`config.mk`:
```
export PLATFORM = sky130hd
export DESIGN_NAME = guard_bit_lock
export DESIGN_NICKNAME = d
export VERILOG_FILES = /design/src/rtl/lockseq_pkg.sv /design/src/rtl/lock_key_matcher.sv /design/src/rtl/guarded_reg.sv /design/src/rtl/guard_bit_lock.sv
export SDC_FILE = /design/constraint.sdc
export NUM_CORES = 1
export LEC_CHECK = 0
export ABC_AREA = 1
export CORE_ASPECT_RATIO = 1.1
export CORE_UTILIZATION = 35
export CTS_BUF_LIST = sky130_fd_sc_hd__clkbuf_16
export DETAILED_ROUTE_END_ITERATION = 16
export DONT_BUFFER_PORTS = 1
export GPL_TIMING_DRIVEN = 0
export PLACE_DENSITY = 0.57
export SLEW_MARGIN = 30
export SYNTH_ARGS = -nofsm -noshare
export SYNTH_HDL_FRONTEND = slang
export SYNTH_SLANG_ARGS = --single-unit
```
`constraint.sdc`:
```
create_clock -name clk -period 3.7 [get_ports clk]
set_input_delay 0.37 -clock clk [delete_from_list [all_inputs] [get_ports clk]]
set_output_delay 0.37 -clock clk [all_outputs]
set_load 0.05 [all_outputs]
```
`src/rtl/lockseq_pkg.sv`:
```
package lockseq_pkg;

    // Outcome of one cycle of the key matcher.
    typedef enum logic [2:0] {
        MK_IDLE,
        MK_NEXT,
        MK_DONE,
        MK_RESTART,
        MK_MISS
    } match_kind_e;

    localparam int          LK_KEY_LEN   = 4;
    localparam int          LK_DATA_W    = 8;
    localparam int          LK_ADDR_W    = 8;
    localparam logic [7:0]  LK_KEY_ADDR  = 8'h57;
    // First key byte in the most significant position.
    localparam logic [31:0] LK_KEY       = 32'h02_10_12_00;

endpackage

```
`src/rtl/lock_key_matcher.sv`:
```
module lock_key_matcher
    import lockseq_pkg::*;
#(
    parameter int                          ADDR_W   = 8,
    parameter int                          DATA_W   = 8,
    parameter int                          KEY_LEN  = 4,
    parameter logic [ADDR_W-1:0]           KEY_ADDR = 8'h57,
    parameter logic [KEY_LEN*DATA_W-1:0]   KEY      = 32'h02_10_12_00
) (
    input  logic              clk,
    input  logic              rst_n,
    input  logic              wr_en,
    input  logic [ADDR_W-1:0] wr_addr,
    input  logic [DATA_W-1:0] wr_data,
    output logic              unlocked
);

    localparam int IDX_W = (KEY_LEN > 1) ? $clog2(KEY_LEN) : 1;
    localparam logic [IDX_W-1:0] LAST_IDX = IDX_W'(KEY_LEN - 1);
    localparam logic [IDX_W-1:0] SECOND_IDX = IDX_W'(1);

    typedef struct packed {
        logic [IDX_W-1:0] idx;
        logic             open;
    } mstate_t;

    mstate_t st_d, st_q;

    logic [DATA_W-1:0] key_bytes [KEY_LEN];

    for (genvar k = 0; k < KEY_LEN; k++) begin : g_key
        assign key_bytes[k] = KEY[(KEY_LEN-1-k)*DATA_W +: DATA_W];
    end

    logic [DATA_W-1:0] expect_byte;
    match_kind_e       kind;

    assign expect_byte = key_bytes[st_q.idx];

    always_comb begin
        kind = MK_IDLE;
        if (wr_en && (wr_addr == KEY_ADDR)) begin
            if (wr_data == expect_byte) begin
                kind = (st_q.idx == LAST_IDX) ? MK_DONE : MK_NEXT;
            end else if (wr_data == key_bytes[0]) begin
                kind = MK_RESTART;
            end else begin
                kind = MK_MISS;
            end
        end

        st_d = st_q;
        unique case (kind)
            MK_NEXT:    st_d.idx = st_q.idx + SECOND_IDX;
            MK_DONE: begin
                st_d.idx  = '0;
                st_d.open = ~st_q.open;
            end
            MK_RESTART: st_d.idx = SECOND_IDX;
            MK_MISS:    st_d.idx = '0;
            default:    st_d = st_q;
        endcase
    end

    always_ff @(posedge clk or negedge rst_n) begin
        if (!rst_n) begin
            st_q <= '0;
        end else begin
            st_q <= st_d;
        end
    end

    assign unlocked = st_q.open;

endmodule

```
`src/rtl/guarded_reg.sv`:
```
module guarded_reg #(
    parameter int                ADDR_W    = 8,
    parameter int                DATA_W    = 8,
    parameter logic [ADDR_W-1:0] REG_ADDR  = '0,
    parameter logic [DATA_W-1:0] PROT_MASK = '0,
    parameter logic [DATA_W-1:0] RST_VAL   = '0
) (
    input  logic              clk,
    input  logic              rst_n,
    input  logic              wr_en,
    input  logic [ADDR_W-1:0] wr_addr,
    input  logic [DATA_W-1:0] wr_data,
    input  logic              unlocked,
    output logic [DATA_W-1:0] q,
    output logic [DATA_W-1:0] wmask
);

    localparam logic [DATA_W-1:0] OPEN_MASK   = '1;
    localparam logic [DATA_W-1:0] CLOSED_MASK = ~PROT_MASK;

    logic [DATA_W-1:0] val_d, val_q;
    logic [DATA_W-1:0] mask_now;
    logic              hit;

    always_comb begin
        mask_now = unlocked ? OPEN_MASK : CLOSED_MASK;
        hit      = wr_en && (wr_addr == REG_ADDR);
        val_d    = val_q;
        if (hit) begin
            val_d = (val_q & ~mask_now) | (wr_data & mask_now);
        end
    end

    always_ff @(posedge clk or negedge rst_n) begin
        if (!rst_n) begin
            val_q <= RST_VAL;
        end else begin
            val_q <= val_d;
        end
    end

    assign q     = val_q;
    assign wmask = mask_now;

endmodule

```
`src/rtl/guard_bit_lock.sv`:
```
module guard_bit_lock
    import lockseq_pkg::*;
#(
    parameter int                        ADDR_W     = 8,
    parameter int                        DATA_W     = 8,
    parameter int                        KEY_LEN    = 4,
    parameter logic [ADDR_W-1:0]         KEY_ADDR   = 8'h57,
    parameter logic [KEY_LEN*DATA_W-1:0] KEY        = 32'h02_10_12_00,
    parameter logic [ADDR_W-1:0]         BIAS_ADDR  = 8'h30,
    parameter logic [ADDR_W-1:0]         THERM_ADDR = 8'h31,
    parameter logic [DATA_W-1:0]         BIAS_PROT  = 8'hC0,
    parameter logic [DATA_W-1:0]         THERM_PROT = 8'h0F,
    parameter logic [DATA_W-1:0]         BIAS_RST   = 8'h00,
    parameter logic [DATA_W-1:0]         THERM_RST  = 8'h00
) (
    input  logic              clk,
    input  logic              rst_n,
    input  logic              wr_en,
    input  logic [ADDR_W-1:0] wr_addr,
    input  logic [DATA_W-1:0] wr_data,
    output logic [DATA_W-1:0] bias_q,
    output logic [DATA_W-1:0] therm_q,
    output logic [DATA_W-1:0] bias_wmask,
    output logic [DATA_W-1:0] therm_wmask,
    output logic              unlocked
);

    localparam int NUM_GUARD = 2;
    localparam logic [NUM_GUARD*ADDR_W-1:0] G_ADDRS = {THERM_ADDR, BIAS_ADDR};
    localparam logic [NUM_GUARD*DATA_W-1:0] G_PROT  = {THERM_PROT, BIAS_PROT};
    localparam logic [NUM_GUARD*DATA_W-1:0] G_RST   = {THERM_RST, BIAS_RST};

    logic [DATA_W-1:0] g_q    [NUM_GUARD];
    logic [DATA_W-1:0] g_mask [NUM_GUARD];
    logic              open_now;

    lock_key_matcher #(
        .ADDR_W   (ADDR_W),
        .DATA_W   (DATA_W),
        .KEY_LEN  (KEY_LEN),
        .KEY_ADDR (KEY_ADDR),
        .KEY      (KEY)
    ) i_matcher (
        .clk      (clk),
        .rst_n    (rst_n),
        .wr_en    (wr_en),
        .wr_addr  (wr_addr),
        .wr_data  (wr_data),
        .unlocked (open_now)
    );

    for (genvar g = 0; g < NUM_GUARD; g++) begin : g_guard
        guarded_reg #(
            .ADDR_W    (ADDR_W),
            .DATA_W    (DATA_W),
            .REG_ADDR  (G_ADDRS[g*ADDR_W +: ADDR_W]),
            .PROT_MASK (G_PROT[g*DATA_W +: DATA_W]),
            .RST_VAL   (G_RST[g*DATA_W +: DATA_W])
        ) i_reg (
            .clk      (clk),
            .rst_n    (rst_n),
            .wr_en    (wr_en),
            .wr_addr  (wr_addr),
            .wr_data  (wr_data),
            .unlocked (open_now),
            .q        (g_q[g]),
            .wmask    (g_mask[g])
        );
    end

    assign bias_q      = g_q[0];
    assign therm_q     = g_q[1];
    assign bias_wmask  = g_mask[0];
    assign therm_wmask = g_mask[1];
    assign unlocked    = open_now;

endmodule

```
-- Word-level counts from Yosys, hierarchy flattened
Cells that the tools add are included.
- memories: 0
- input bits: 19
- bits in writable memories: 0
- memory bits (read-only): 0
- bits in registers: 19
- bits in latches: 0
- output and inout port bits: 33
- order comparisons: 1
- shift operators: 0
- multiply operators: 0
- divide/modulo/power cells: 0
- muxes and demuxes: 10
- $add $sub $neg: 1
- bitwise operators: 10
- reductions and logical operators: 5
- equal/unequal tests: 10
- operator list (cell ; number):
    AND 8 bit ; 4
    2-to-1 mux 8 bit ; 3
    binary-select mux 8 bit (select 2 bit) ; 1
    equality test 8 x 6 -> 1 bit, second input constant ; 2
    inverter 8 bit ; 2
    bitwise OR 8 bit ; 2
    2-to-1 mux 3 bit ; 3
    equality test 8 x 2 -> 1 bit, second input constant ; 1
    equality test 8 x 7 -> 1 bit, second input constant ; 1
    equality test 8 bit ; 1
    equality test 3 x 2 -> 1 bit, second input constant ; 2
    case mux 2 bit (3 select lines) ; 1
    2-to-1 mux 4 bit ; 1
    equality test 3 x 1 -> 1 bit, second input constant ; 1
    equality test 3 bit, second input constant ; 1
    greater-or-equal comparator 3 bit, second input constant ; 1
    logical AND 1 bit ; 3
    inverter 2 -> 3 bit ; 1
    nonzero test 3 bit ; 1
    adder 2 x 1 -> 2 bit, second input constant ; 1
    equality test 2 bit, second input constant ; 1
    2-to-1 mux 2 bit ; 1
    OR reduction 2 bit ; 1
    inverter 1 bit ; 1

-- Longest topological paths before layout
Gate-level depths: netlist of run 1.
- word-level depth: 10
- gate-level depth with buffers: 11
- mapped depth without buffers: 11

-- Cells and area by module
From an unflattened synthesis of run 1, not the netlist that was laid out.
- cells, all modules: 176
- area, all modules: 1261.2 sq um
- by module, submodules not included (module ; area an instance (sq um) ; seq. area each (sq um) ; instances ; cells an instance):
    guarded_reg (g_guard[0].i_reg) ; 450.4 ; 200.2 ; 1 ; 57
    guarded_reg (g_guard[1].i_reg) ; 447.9 ; 200.2 ; 1 ; 56
    lock_key_matcher ; 362.8 ; 75.1 ; 1 ; 63

-- Worst setup path after synthesis of run 1
OpenSTA, ideal clock, no wires.
- kind: flip-flop to output port
- start point: reg i_matcher.st_q, in the netlist i_matcher.unlocked
- end point: out bias_wmask[6]
- buffers on the path: 1
- slack: 2245 ps
- data arrival time: 1085 ps
- cell stages (with the launch flop): 2
- cells stage by stage: dfrtp_1 buf_4
- cells in the longest elaborated chain, start to end: 1
- ends and longest elaborated chain (item ; line ; source):
    start, declared ; lock_key_matcher.sv:27 ; mstate_t st_d, st_q;
    start signal, assigned ; lock_key_matcher.sv:69 ; st_q <= st_d;
    2-to-1 mux 8 bit ; guarded_reg.sv:26 ; mask_now = unlocked ? OPEN_MASK : CLOSED_MASK;
    end, declared ; guard_bit_lock.sv:23 ; output logic [DATA_W-1:0] bias_wmask,
Every way passes these cells.

-- Worst setup path after layout of run 1
- start point: reg i_matcher.st_q, in the netlist i_matcher.unlocked
- end point: out therm_wmask[2]
- cells in the longest elaborated chain, start to end: 1
- ends and longest elaborated chain (item ; line ; source):
    2-to-1 mux 4 bit ; guarded_reg.sv:26 ;
    end, declared ; guard_bit_lock.sv:24 ; output logic [DATA_W-1:0] therm_wmask,
Every way passes these cells.

==> qor.yml, run 1 <==
critical_path:
  cp_data_required_time_ns: 3.33
  r2r-start: "i_matcher.st_q[1]"
  rrSetupSlack_ns: 2.15
  crit_type: "flip-flop to output pin"
  arrival_ns: 1.42
  end_kind: "output pin"
  crit_path_max_incr_delay_ns: 0.84
  cp_slowest_cell: "dfrtp_1"
  path_depth: 1
  rr_endpoint: "i_matcher.st_q[1]"
  startpoint_type: "flip-flop"
  r2r_cells: 11
  path_delay_family: "flip-flops"
  crit_fanout: 11
  crit_chain: "buf_4"
  cp_num_buf_inv: 1
power:
  switchingPower_mw: 0.1482
  p_clk_share_pct: 42.1
  ir_drop_mv: 0.2373
  combPwrFrac_pct: 12.7
  powerDensity_mw_per_mm2: 408.5
  p_sw_share_pct: 28.10
  leakagePower_nw: 0.6863
  seqPwrFrac_pct: 45.2
  power_mw: 0.5275
  cell_internal_pwr_mw: 0.3792
die:
  core_area_mm2: 0.003048
  die_h_um: 61.59
  ios: 52
  dieArea_mm2: 0.003460
  die_w_um: 56.17
  num_rows: 21
  start_util_pct: 37.07
logic_synthesis:
  yosysTopAreaCellShare_pct: 42.08
  ys_ff_latch: 19
  ys_seq_area_share_pct: 42.08
  synth.avg_cell_area_um2: 8.187
  synthDistinctLibCells: 22
  syn_inst: 138
  synth.area.top_cells: "dfrtp_1 (42%), nand2_1 (11%), buf_4 (11%)"
  yosysTopAreaCell: "dfrtp_1"
  syn_area_mm2: 0.001130
  yosys_warnings: 0
clock_tree:
  numCtsBuffers: 3
  cts_num_sinks: 19
  post-cts-setup-buffer-count: 0
  cts_root_buffer: "clkbuf_16"
  htreeDepth: 1
  cts_tree: "done"
  worstSkewPairLatency_ns: 0.25
  ctsLongestPathBuffers: 2
  clkTransAtPathRegs_ns: 0.06
drt:
  vias: 823
  drtIter0Drc: 7
  routedWlPerCell_um: 11.46
  ant_nets: 0
  totalWireLength_um: 2132
  first_pass_iters: 4
  drc: 0
  routed_via_density: 4.425
grt:
  grt_pass1_wl_um: 3194
  track_usage_pct: 12.29
  antenna_found_initial: 0
  overflow: 0
  grt_pass1_vias: 764
  grt_max_degree: 20
run_status:
  status: "finished clean"
layout:
  nets: 175
  diodes: 0
  drive_gt1_share_pct: 25.66
  stdcell_area_mm2: 0.001291
  syn_to_final_growth_pct: 14.29
  fill_cells: 330
  stdcell_count: 186
sta:
  rsz0062_at_grt: "false"
  finalClockSkew_ns: 0.0003823
  max_clock_freq_mhz: 560.0
  tightest_slew_ns: 0.7674
  fin_crit_ns: 1.786
  fin_crit_sh_pct: 48.26
  maxSlewViolCount: 0
  finalSetupTns_ns: 0
  setup_viol: 0
  finalHoldViolations: 0
  relSlewSlack_pct: 48.84
run:
  maxCapViolCount: 0
place:
  dpl-instance-area_mm2: 0.001206
  place_inst: 181
  hpwl_um: 1655
  gp_congestion: 0.6888
  port_buffers: 0
min_path:
  hold_class: "primary input to asynchronous set/reset pin"
-- synth_stat cells --
library cell,n
buf_4,16
nor2_2,2
o21ai_2,6
nand2_1,33
nor3_2,1
nand3_1,2
nand4_1,2
nor3_1,1
nor2_1,11
nand2_2,4
conb_1,1
ha_1,3
inv_1,20
o22ai_1,1
dfrtp_1,19
inv_2,1
o21ai_1,10
buf_6,1
nand3_2,1
nor3b_4,1
nand3_4,1
nand3b_1,1
-- kinds of logic after synthesis --
logic type	count (synthesis)	synth area share, %
buffers and inverters	38	18.60
other	1	0.3319
AND/OR/NAND/NOR	60	26.02
flip-flops	19	42.08
adder cells (fa/ha/maj)	3	3.323
AO/OA/AOI/OAI	17	9.635
-- power by group through the flow --
stage | Sequential, mW | Combinational, mW | Clock [mW]
CTS | 0.239 | 0.0679 | 0.227
finish | 0.238 | 0.0671 | 0.222
global placement | 0.242 | 0.0613 | 0
detailed placement | 0.243 | 0.0627 | 0
floorplan | 0.241 | 0.0578 | 0
global route | 0.239 | 0.0749 | 0.235
-- cell usage in the layout (no fill, tap or decap), drive strengths merged --
master and instances:
nor2 13, nor3b 1, nor3 2, nand3b 1, inv 21, conb 10
ha 3, nand2 37, buf 18, clkbuf 3, clkinv 1, o21ai 16
nand4 2, o22ai 1, nand3 4, dfrtp 19
-- how the worst max path moves through the flow --
| stage | from | to |
|---|---|---|
| finish | i_matcher.unlocked | therm_wmask[2] |
| global route | i_matcher.unlocked | therm_wmask[0] |
| CTS | i_matcher.unlocked | therm_wmask[1] |
| detailed placement | i_matcher.st_q[1] | i_matcher.st_q[1] |
| global placement | i_matcher.unlocked | therm_wmask[0] |
| floorplan | i_matcher.unlocked | bias_wmask[6] |
-- cell type report --
cell class	instances	area, um^2	share of cell area, %
clock inverter	1	5.005	0.3876
multi-input combinational	90	478.0	37.02
tap	34	42.54	3.295
buffer	17	131.4	10.17
inverter	21	78.83	6.105
clock buffer	3	75.07	5.814
timing repair buffer	1	5.005	0.3876
sequential	19	475.5	36.82
-- layer usage --
metal	vias to the layer above	global-route usage (%)	wire (um)
met3	2	3.992	135
met5	-	0	0
li1	427	-	-
met4	0	5.226	15
met2	19	24.83	1183
met1	375	11.59	798
-- through the flow --
| step | setup slack (ns) | hold slack [ns] | util (%) |
|---|---|---|---|
| 2_1_floorplan | 2.245 | 0.07441 | - |
| 3_3_place_gp | 2.192 | 0.07486 | 39.57 |
| 3_5_place_dp | 2.158 | 0.07476 | 39.57 |
| 4_1_cts | 1.904 | 0.2757 | 42.53 |
| 5_1_grt | 1.847 | 0.09654 | 42.36 |
| 6_report | 1.914 | 0.06260 | 42.36 |
-- timing repair --
action / 4_1_cts / 5_1_grt
hold buffers: 1 / 0
endpoints found under the hold margin: 19 / 0
gates resized for setup: 0 / 0
-- worst register-to-register path: cells and delay by family (launching register included) --
| family | cells | cell delay, ns |
|---|---|---|
| buffers and inverters | 2 | 0.13 |
| adder cells (fa/ha/maj) | 1 | 0.32 |
| flip-flops | 1 | 0.37 |
| AND/OR/NAND/NOR | 8 | 0.62 |
No activity file was read; power rests on OpenSTA's default activity.
==> run 2, diff against run 1 <==
Clock period 3.7 ns to 1.7 ns, I/O delays scaled along.
==> qor.yml, run 2 (synthesis results as in run 1) <==
drt:
  totalWireLength_um: 2148
  drc: 0
  routed_via_density: 4.447
  drtIter0Drc: 10
  routedWlPerCell_um: 11.43
  ant_nets: 0
  first_pass_iters: 4
  vias: 836
run_status:
  status: "finished clean"
grt:
  grt_pass1_vias: 764
  grt_pass1_wl_um: 3194
  grt_max_degree: 20
  track_usage_pct: 12.29
  overflow: 0
  antenna_found_initial: 0
layout:
  final_util_pct: 43.02
  final_common_cell: "nand2_1"
  stdcell_area_mm2: 0.001311
  nets: 177
  layout_common_cells: "nand2_1 (33), inv_1 (20), dfrtp_1 (19), buf_4 (17)"
  diodes: 0
  drive_gt1_share_pct: 26.62
  syn_to_final_growth_pct: 16.06
critical_path:
  crit_path_max_incr_delay_ns: 0.84
  path_delay_family: "flip-flops"
  crit_fanout: 11
  startpoint_type: "flip-flop"
  crit_type: "flip-flop to output pin"
  cp_slowest_cell: "dfrtp_1"
  end_kind: "output pin"
  crit_chain: "buf_4"
  arrival_ns: 1.42
  cp_num_buf_inv: 1
  cp_data_required_time_ns: 1.53
sta:
  fin_crit_sh_pct: 93.29
  rsz0062_at_grt: "false"
  fin_crit_ns: 1.586
  relSlewSlack_pct: 48.84
  finalHoldViolations: 0
  maxSlewViolCount: 0
  setup_viol: 0
  max_clock_freq_mhz: 630.5
  finalSetupTns_ns: 0
  holdWs_ns: 0.08132
  finalClockSkew_ns: 0.0003437
  tightest_slew_ns: 0.7674
power:
  combPwrFrac_pct: 13.2
  p_clk_share_pct: 41.9
  cell_internal_pwr_mw: 0.8294
  power_mw: 1.155
  seqPwrFrac_pct: 44.9
  p_sw_share_pct: 28.18
  ir_drop_mv: 0.5170
  switchingPower_mw: 0.3255
  powerDensity_mw_per_mm2: 880.8
  leakagePower_nw: 0.6945
clock_tree:
  ctsLongestPathBuffers: 2
  htreeDepth: 1
  cts_num_sinks: 19
  numCtsBuffers: 3
  worstSkewPairLatency_ns: 0.25
  cts_root_buffer: "clkbuf_16"
  clkTransAtPathRegs_ns: 0.06
  cts_tree: "done"
die:
  die_w_um: 56.17
  start_util_pct: 37.07
  num_rows: 21
  ios: 52
  dieArea_mm2: 0.003460
  core_area_mm2: 0.003048
  die_h_um: 61.59
run:
  maxCapViolCount: 0
place:
  hpwl_um: 1655
  gp_congestion: 0.6888
  port_buffers: 0
  dpl-instance-area_mm2: 0.001206
min_path:
  hold_class: "primary input to flip-flop"
run 2: final timing paths:
path | start | end | slack (ns) | depth (start not counted)
worst max register to register | i_matcher.st_q[1] | i_matcher.st_q[1] | 0.16 | 11
worst min-delay path | wr_data[3] | g_guard[0].i_reg.q[3] | 0.08 | 2
worst max-delay path | i_matcher.unlocked | therm_wmask[2] | 0.11 | 1
worst min register to register | i_matcher.st_q[2] | i_matcher.st_q[2] | 0.60 | 2
min in group asynchronous | rst_n | g_guard[0].i_reg.q[2] | 0.41 | 2
max in group asynchronous | rst_n | asynchronous set/reset pin | 0.98 | 2
run 2: layer usage:
metal | share of wire [%] | vias up | track usage, %
li1 | - | 431 | -
met1 | 38 | 380 | 11.59
met2 | 55 | 23 | 24.83
met3 | 6.6 | 2 | 3.992
met4 | 0.65 | 0 | 5.226
met5 | 0 | - | 0
run 2: final cells by class:
cell class,instances,area [um^2]
plain buffers,17,131.4
clock buffers,3,75.07
clock inverters,1,5.005
fillers,326,1737
inverters,21,78.83
multi-input cells,90,480.5
flip-flops and latches,19,475.5
well taps,34,42.54
repair buffers,3,22.52
run 2: power groups by stage:
stage                     sequential (mW)  combinational, mW  clock (mW)
after floorplan                     0.525              0.126           0
after detailed placement            0.528              0.136           0
final                               0.519              0.152       0.484
after global placement              0.527              0.133           0
after CTS                           0.520              0.148       0.495
after global routing                0.521              0.169       0.513
run 2: through the flow:
step / worst slack, ns / instances
2_1_floorplan: 0.3267 / 147
3_3_place_gp: 0.2390 / 181
3_5_place_dp: 0.1584 / 181
4_1_cts: 0.1039 / 186
5_1_grt: 0.01844 / 188
6_report: 0.1140 / 188
run 2: timing repair:
item                                   4_1_cts  5_1_grt
gates resized for setup                      0        1
hold buffers                                 1        1
setup endpoints to repair                    0        1
setup buffers                                0        1
endpoints found under the hold margin       19       19
